[src/rtl/lsu_align_pkg.sv]
package lsu_align_pkg;
  typedef enum logic [1:0] {
    SZ_BYTE = 2'd0,
    SZ_HALF = 2'd1,
    SZ_WORD = 2'd2,
    SZ_WALT = 2'd3
  } acc_size_e;

  localparam int EXC_W = 5;
  localparam logic [EXC_W-1:0] EXC_ADDR_LOAD  = 5'd4;
  localparam logic [EXC_W-1:0] EXC_ADDR_STORE = 5'd5;
endpackage

[src/rtl/lsu_align_detect.sv]
module lsu_align_detect
  import lsu_align_pkg::*;
#(
  parameter int OFF_W = 2
) (
  input  logic [1:0]       size,
  input  logic             part,
  input  logic [OFF_W-1:0] off,
  output logic             misaligned
);
  always_comb begin
    misaligned = 1'b0;
    if (!part) begin
      unique case (acc_size_e'(size))
        SZ_BYTE: misaligned = 1'b0;
        SZ_HALF: misaligned = off[0];
        default: misaligned = |off;
      endcase
    end
  end
endmodule

[src/rtl/lsu_fault_capture.sv]
module lsu_fault_capture
  import lsu_align_pkg::*;
#(
  parameter int ADDR_W = 32
) (
  input  logic              clk,
  input  logic              rst,
  input  logic              fault,
  input  logic              is_store,
  input  logic [ADDR_W-1:0] addr,
  output logic              exc_valid,
  output logic [EXC_W-1:0]  exc_code,
  output logic [ADDR_W-1:0] bad_vaddr
);
  always_ff @(posedge clk) begin
    if (rst) begin
      exc_valid <= 1'b0;
      exc_code  <= '0;
      bad_vaddr <= '0;
    end else begin
      exc_valid <= fault;
      if (fault) begin
        exc_code  <= is_store ? EXC_ADDR_STORE : EXC_ADDR_LOAD;
        bad_vaddr <= addr;
      end
    end
  end
endmodule

[src/rtl/lsu_load_format.sv]
module lsu_load_format
  import lsu_align_pkg::*;
#(
  parameter int DATA_W = 32,
  parameter int OFF_W  = 2,
  parameter int REG_W  = 5
) (
  input  logic              clk,
  input  logic              rst,
  input  logic              issue,
  input  logic [1:0]        size,
  input  logic              sign,
  input  logic              part,
  input  logic [OFF_W-1:0]  off,
  input  logic [REG_W-1:0]  dest,
  input  logic [DATA_W-1:0] rdata,
  output logic              ld_valid,
  output logic [DATA_W-1:0] ld_data,
  output logic [REG_W-1:0]  ld_dest
);
  localparam int SH_W = OFF_W + 3;

  logic              p_valid;
  logic [1:0]        p_size;
  logic              p_sign;
  logic              p_part;
  logic [OFF_W-1:0]  p_off;
  logic [REG_W-1:0]  p_dest;

  logic [DATA_W-1:0] lane_word;
  logic [DATA_W-1:0] shaped;
  logic [7:0]        b_v;
  logic [15:0]       h_v;

  always_ff @(posedge clk) begin
    if (rst) begin
      p_valid <= 1'b0;
      p_size  <= '0;
      p_sign  <= 1'b0;
      p_part  <= 1'b0;
      p_off   <= '0;
      p_dest  <= '0;
    end else begin
      p_valid <= issue;
      if (issue) begin
        p_size <= size;
        p_sign <= sign;
        p_part <= part;
        p_off  <= off;
        p_dest <= dest;
      end
    end
  end

  always_comb begin
    lane_word = rdata >> SH_W'({p_off, 3'b000});
    b_v = lane_word[7:0];
    h_v = lane_word[15:0];
    if (p_part) begin
      shaped = rdata;
    end else begin
      unique case (acc_size_e'(p_size))
        SZ_BYTE: shaped = {{(DATA_W-8){p_sign & b_v[7]}}, b_v};
        SZ_HALF: shaped = {{(DATA_W-16){p_sign & h_v[15]}}, h_v};
        default: shaped = rdata;
      endcase
    end
  end

  always_ff @(posedge clk) begin
    if (rst) begin
      ld_valid <= 1'b0;
      ld_data  <= '0;
      ld_dest  <= '0;
    end else begin
      ld_valid <= p_valid;
      if (p_valid) begin
        ld_data <= shaped;
        ld_dest <= p_dest;
      end
    end
  end
endmodule

[src/rtl/lsu_align_guard.sv]
module lsu_align_guard
  import lsu_align_pkg::*;
#(
  parameter int ADDR_W = 32,
  parameter int DATA_W = 32,
  parameter int REG_W  = 5
) (
  input  logic              clk,
  input  logic              rst,
  input  logic              req_valid,
  input  logic              req_write,
  input  logic [1:0]        req_size,
  input  logic              req_signed,
  input  logic              req_part,
  input  logic [ADDR_W-1:0] req_addr,
  input  logic [DATA_W-1:0] req_wdata,
  input  logic [REG_W-1:0]  req_dest,
  output logic              mem_valid,
  output logic              mem_write,
  output logic [1:0]        mem_size,
  output logic [ADDR_W-1:0] mem_addr,
  output logic [DATA_W-1:0] mem_wdata,
  input  logic [DATA_W-1:0] mem_rdata,
  output logic              ld_valid,
  output logic [DATA_W-1:0] ld_data,
  output logic [REG_W-1:0]  ld_dest,
  output logic              exc_valid,
  output logic [4:0]        exc_code,
  output logic [ADDR_W-1:0] bad_vaddr
);
  localparam int OFF_W = $clog2(DATA_W / 8);

  logic misaligned;
  logic fault;
  logic issue_ld;

  lsu_align_detect #(.OFF_W(OFF_W)) u_detect (
    .size       (req_size),
    .part       (req_part),
    .off        (req_addr[OFF_W-1:0]),
    .misaligned (misaligned)
  );

  assign fault     = req_valid & misaligned;
  assign mem_valid = req_valid & ~misaligned;
  assign mem_write = req_write;
  assign mem_size  = req_size;
  assign mem_wdata = req_wdata;
  assign mem_addr  = req_part ? {req_addr[ADDR_W-1:OFF_W], {OFF_W{1'b0}}} : req_addr;
  assign issue_ld  = mem_valid & ~req_write;

  lsu_fault_capture #(.ADDR_W(ADDR_W)) u_fault (
    .clk       (clk),
    .rst       (rst),
    .fault     (fault),
    .is_store  (req_write),
    .addr      (req_addr),
    .exc_valid (exc_valid),
    .exc_code  (exc_code),
    .bad_vaddr (bad_vaddr)
  );

  lsu_load_format #(.DATA_W(DATA_W), .OFF_W(OFF_W), .REG_W(REG_W)) u_fmt (
    .clk      (clk),
    .rst      (rst),
    .issue    (issue_ld),
    .size     (req_size),
    .sign     (req_signed),
    .part     (req_part),
    .off      (req_addr[OFF_W-1:0]),
    .dest     (req_dest),
    .rdata    (mem_rdata),
    .ld_valid (ld_valid),
    .ld_data  (ld_data),
    .ld_dest  (ld_dest)
  );
endmodule

[config.mk]
export PLATFORM = sky130hd
export DESIGN_NAME = lsu_align_guard
export DESIGN_NICKNAME = d
export VERILOG_FILES = /design/src/rtl/lsu_align_pkg.sv /design/src/rtl/lsu_align_detect.sv /design/src/rtl/lsu_fault_capture.sv /design/src/rtl/lsu_load_format.sv /design/src/rtl/lsu_align_guard.sv
export SDC_FILE = /design/constraint.sdc
export NUM_CORES = 1
export LEC_CHECK = 0
export BUFFER_PORTS_ARGS = -buffer_cell sky130_fd_sc_hd__buf_2
export CAP_MARGIN = 5
export CELL_PAD_IN_SITES_DETAIL_PLACEMENT = 1
export CELL_PAD_IN_SITES_GLOBAL_PLACEMENT = 1
export CORE_MARGIN = 5
export CORE_UTILIZATION = 31
export DETAILED_ROUTE_END_ITERATION = 6
export GPL_ROUTABILITY_DRIVEN = 0
export GPL_TIMING_DRIVEN = 0
export PLACE_DENSITY_LB_ADDON = 0.1
export SETUP_SLACK_MARGIN = 0.2
export SYNTH_ARGS = -nofsm -noshare
export SYNTH_HDL_FRONTEND = slang
export SYNTH_HIERARCHICAL = 1
export SYNTH_SLANG_ARGS = --single-unit
[constraint.sdc]
create_clock -name clk -period 1.9 [get_ports clk]
set_input_delay 0.095 -clock clk [delete_from_list [all_inputs] [get_ports clk]]
set_output_delay 0.095 -clock clk [all_outputs]
set_load 0.005 [all_outputs]
**Yosys cells after proc, flatten, opt, wreduce, memory -nomap -nowiden**

Cells that the tools add are included.

- Register bits after elaboration: 88
- Word-level logic and storage cells: 31

- Equality and inequality tests: 2
- Shift-type cells: 1
- Mux-type cells: 6
- Bitwise gates (word level): 7
- Reduce and logical (&&, ||, !) cells: 3

Operator list:

| operator | number |
|---|---|
| $pmux W32 S2 | 1 |
| $mux W32 | 1 |
| $shr A32 B5 Y16 | 1 |
| $and A1 B1 Y1 | 5 |
| $eq A2 B1 Y1 const B | 2 |
| $logic_not A2 Y1 | 2 |
| $mux W1 | 2 |
| $mux W2 | 1 |
| $not A1 Y1 | 2 |
| $pmux W1 S2 | 1 |
| $reduce_or A2 Y1 | 1 |

**Longest topological paths before layout**

- Depth after elaboration: 6
- Gate-level depth with buffers: 7
- Gate-level depth less buffers: 5

**Hierarchy**

Netlist, hierarchy kept.

Modules (own cells, without submodules):

| module | times used | cells each | area each (um2) | sequential area each (um2) |
|---|---|---|---|---|
| lsu_load_format | 1 | 270 | 2531.2 | 1001.0 |
| lsu_fault_capture | 1 | 116 | 1283.7 | 700.7 |
| lsu_align_guard | 1 | 70 | 525.5 | 0.0 |
| lsu_align_detect | 1 | 3 | 13.8 | 0.0 |

**Worst setup path after synthesis**

OpenSTA, ideal clock, no wires.

- Path kind: register to register
- Start point: reg u_fmt.p_valid
- End point: reg u_fmt.ld_data[22]
- Library setup time: 70 ps
- Data arrival time: 1388 ps
- Required time: 1830 ps
- Path slack: 443 ps
- Stages on the path, launching flop included: 8
- Buffers on the path: 3
- Clock period less this slack: 1457 ps
- Path through: dfxtp_1 > buf_4 > or4b_1 > buf_6 > nor2_8 > o211ai_4 > buf_6 > o21ai_2

RTL lines:

| element | line | source |
|---|---|---|
| from (decl) | lsu_load_format.sv:23 | `logic p_valid;` |
| from (signal assigned) | lsu_load_format.sv:44 | `p_valid <= issue;` |
| to (signal assigned) | lsu_load_format.sv:78 | `ld_data <= shaped;` |
| to (decl) | lsu_load_format.sv:18 | `output logic [DATA_W-1:0] ld_data,` |

**Worst setup path in the final report**

- Start point: reg u_fmt.p_off[1]
- End point: reg u_fmt.ld_data[9]

- Word-level cells in the longest chain between the ends: 4

RTL lines:

| element | line | source |
|---|---|---|
| from (decl) | lsu_load_format.sv:27 | `logic [OFF_W-1:0] p_off;` |
| from (signal assigned) | lsu_load_format.sv:41 | `p_off <= '0;` |
| from (signal assigned) | lsu_load_format.sv:49 | `p_off <= off;` |
| $shr A32 B5 Y16 (*) | lsu_load_format.sv:56 | `lane_word = rdata >> SH_W'({p_off, 3'b000});` |
| $and A1 B1 Y1 | lsu_load_format.sv:63 | `SZ_BYTE: shaped = {{(DATA_W-8){p_sign & b_v[7]}}, b_v};` |
| $pmux W32 S2 (*) | lsu_load_format.sv:62 | `unique case (acc_size_e'(p_size))` |
| $mux W32 (*) | lsu_load_format.sv:59 | `if (p_part) begin` |

Mark *: on every way between the ends. The rest lies on a longest branch, timed or not.
A chain may end at the register's enable or synchronous reset.

==> run_results.csv <==
group,metric,value,unit
outcome,outcome,"finished, final reports clean",
setup_path,critPathRequiredTime,2.10,ns
placement,hpwl,11480,µm
yosys,synthMuxAreaShare,15.92,%
floorplan,num_rows,43,
yosys,synthFlopType,"dfxtp_1",
routing,vias,4106,
routing,dr.pass1.iters,4,
sta,fin_crit_sh,85.55,%
routing,drcViolationCount,0,
sta,rsz0062_at_grt,"false",
floorplan,die_h,128.5,µm
yosys,syn_avg_cell_area,9.486,µm²
setup_path,path_class,"reg -> reg",
job,maxCapViolCount,0,
sta,final.setup_skew,0.005488,ns
global_route,grt_pass1_vias,4243,
global_route,grt_overflow,0,
floorplan,core,13830,µm²
power_and_ir_drop,leakagePower,2.906,nW
layout,diodes,0,
sta,max_clock_freq,615.2,MHz
routing,wl_per_cell,16.38,µm
global_route,grt_first_pass_wirelength,22270,µm
sta,tightest_slew,0.7099,ns
yosys,synth_top_family_by_area,"buffers and inverters",
clocking,htree_levels,3,
sta,min_period,1.626,ns
power_and_ir_drop,ir_drop,0.0003503,V
layout,mostFrequentLayoutCells,"buf_2 (223), dfxtp_1 (85), buf_4 (72)",
sta,max_slew_margin,52.50,%
setup_path,start_kind,"flip-flop",
clocking,cts_tree,"yes",
sta,tns,0,ns
global_route,grt_use_total,16.88,%
global_route,use_met1,21.86,%
global_route,antenna_found_initial,0,
layout,final_area,6077,µm²
yosys,synthSimpleGateAreaFrac,13.76,%
setup_path,r2r_slack,0.27,ns
routing,drt-vias-per-instance,4.650,
setup_path,cp_max_fo,8,
clocking,clk_pin_slew,0.06,ns
layout,drive_above_1_share,48.08,%
setup_path,reg2reg_to,"u_fmt/ld_data[9]$_SDFFE_PP0P_",
yosys,synth_compound_area_share,14.14,%
global_route,grt_max_degree,13,
yosys,seq_area_frac_synth,39.08,%
yosys,yosys_warnings,6,
hold_path,min_path_type,"in -> reg",
floorplan,io_pins,253,
setup_path,endpoint,"u_fmt/ld_data[9]$_SDFFE_PP0P_",
yosys,synth_cells,459,
layout,area_delta_synth_final,39.57,%
clocking,root_buffer,"clkbuf_16",
yosys,synth_area,4354,µm²
yosys,synth_edf_count,0,
global_route,grtUsageMet3,3.653,%
yosys,ys_types,33,
setup_path,r2r_cells,5,
setup_path,cp.arrival,1.82,ns
floorplan,fp.dieW,128.5,µm
clocking,cts.sinks,85,
routing,dr.first_iter.drc_count,165,
yosys,yosys.area.top_type_share,39.08,%
sta,slew_violations,0,
layout,final_net_count,809,
yosys,yosys.area.top_type,"dfxtp_1",
yosys,netlist_top_cells_area,"dfxtp_1 (39%), mux2i_1 (15%), buf_4 (12%), nor2_1 (4.7%), nor2b_1 (4.5%)",
routing,routed_wl,14470,µm
clocking,clk_latency,0.33,ns
setup_path,cp-end-kind,"flip-flop",
setup_path,reg2reg_from,"u_fmt/p_off[1]$_SDFFE_PP0P_",
yosys,ys_ff_latch,85,
placement,port_buffers,217,
placement,dpl_cell_area,5673,µm²
clocking,clockBufferDepth,2,
power_and_ir_drop,power_density,711.9,nW/µm²
routing,ant_nets,0,
sta,hold_viol,0,
global_route,top_usage_layer,"met2",
clocking,cts_buffers,9,
floorplan,die_area,16520,µm²
yosys,synth_xor_xnor_area_share,0,%
floorplan,start_util,31.49,%
setup_path,worstSetupStartpoint,"u_fmt/p_off[1]$_SDFFE_PP0P_",
sta,setup_violations,0,
layout,layout_commonest_cell,"buf_2",
yosys,synth-async-reset-ratio,0,%
yosys,synth_fa_ha_area_share,0,%
global_route,grt_use_met2,28.16,%
-- state kept, by name, summed over array words and instances (netlist names) --
| signal | cells |
|---|---|
| u_fault/exc_code | 2 |
| u_fmt/ld_data | 32 |
| u_fmt/ld_dest | 5 |
| u_fault/bad_vaddr | 32 |
| u_fmt/p_part | 1 |
| u_fmt/p_dest | 5 |
| u_fmt/p_off | 2 |
| u_fmt/ld_valid | 1 |
| u_fmt/p_size | 2 |
| u_fmt/p_sign | 1 |
| u_fault/exc_valid | 1 |
| u_fmt/p_valid | 1 |
-- worst min path at each step --
stage               slack [ns]          from                                 end  depth (start not counted)
global placement          0.33    req_signed           u_fmt/p_sign$_SDFFE_PP0P_                          3
CTS                     0.0007   req_dest[3]        u_fmt/p_dest[3]$_SDFFE_PP0P_                          3
floorplan                 0.22      req_part                         mem_addr[0]                          1
detailed placement        0.34    req_signed           u_fmt/p_sign$_SDFFE_PP0P_                          3
finish                    0.01  req_addr[25]  u_fault/bad_vaddr[25]$_SDFFE_PP0P_                          3
global route              0.01  req_addr[15]  u_fault/bad_vaddr[15]$_SDFFE_PP0P_                          3
-- per-layer routing --
metal | vias to the layer above | share of wire (%)
met3 | 17 | 8.2
met4 | 0 | 1.6
met1 | 1923 | 42
met2 | 165 | 48
li1 | 2001 | -
met5 | - | 0
-- worst max-delay path: stages (launching register included) --
cell	delay [ns]
dfxtp_1	0.36
mux4_2	0.53
nor4b_4	0.15
buf_4	0.18
a21oi_1	0.17
o22ai_1	0.10
-- repair_timing --
| action | CTS | global route |
|---|---|---|
| resized for setup | 2 | 11 |
| setup buffers | 0 | 2 |
| pin swaps | 0 | 1 |
| hold buffers | 9 | 0 |
| endpoints found under the setup margin | 7 | 24 |
| hold endpoints to repair | 9 | 0 |
-- cells in the mapped netlist, types with 2 or more instances --
cell type and instances:
o22ai_1 8, nor2b_1 31, buf_4 71, a21oi_1 16
o221ai_1 7, a2bb2oi_1 7, a31oi_1 24, o21ai_2 10
o21ai_1 8, buf_12 3, nand2b_1 8, dfxtp_1 85
clkbuf_1 19, inv_1 2, o21ai_0 7, buf_2 7
buf_6 3, nor2_1 55, nand3b_1 8, mux2i_1 67
-- final cells by class --
class / count / area, µm²
Clock buffer: 12 / 246.5
Sequential cell: 85 / 1702
Clock inverter: 2 / 35.03
Multi-Input combinational cell: 271 / 1919
Fill cell: 1679 / 7750
Timing Repair Buffer: 228 / 1191
Tap cell: 180 / 225.2
Inverter: 2 / 7.507
Buffer: 103 / 750.7
-- metrics by stage --
step | hold WS, ns | power [mW] | utilization, % | instances | setup WS [ns]
floorplan | 0.2202 | 2.311 | - | 461 | 0.4426
global placement | 0.3297 | 2.617 | 41.03 | 858 | 0.1671
detailed placement | 0.3401 | 2.635 | 41.03 | 858 | 0.1752
CTS | 0.0006700 | 4.397 | 43.73 | 881 | 0.2384
global route | 0.009613 | 4.535 | 43.95 | 883 | 0.1946
finish | 0.01368 | 4.326 | 43.95 | 883 | 0.2745
-- kinds of logic after synthesis --
family | Yosys count
flops | 85
buf+inv | 105
other cells | 1
compound gates | 90
mux | 68
simple gates | 110
-- power by group --
group	internal (mW)	switching, mW
clock	1.04	0.681
combinational	0.382	0.358
sequential	1.84	0.0297
No activity file was read; power rests on OpenSTA's default activity.
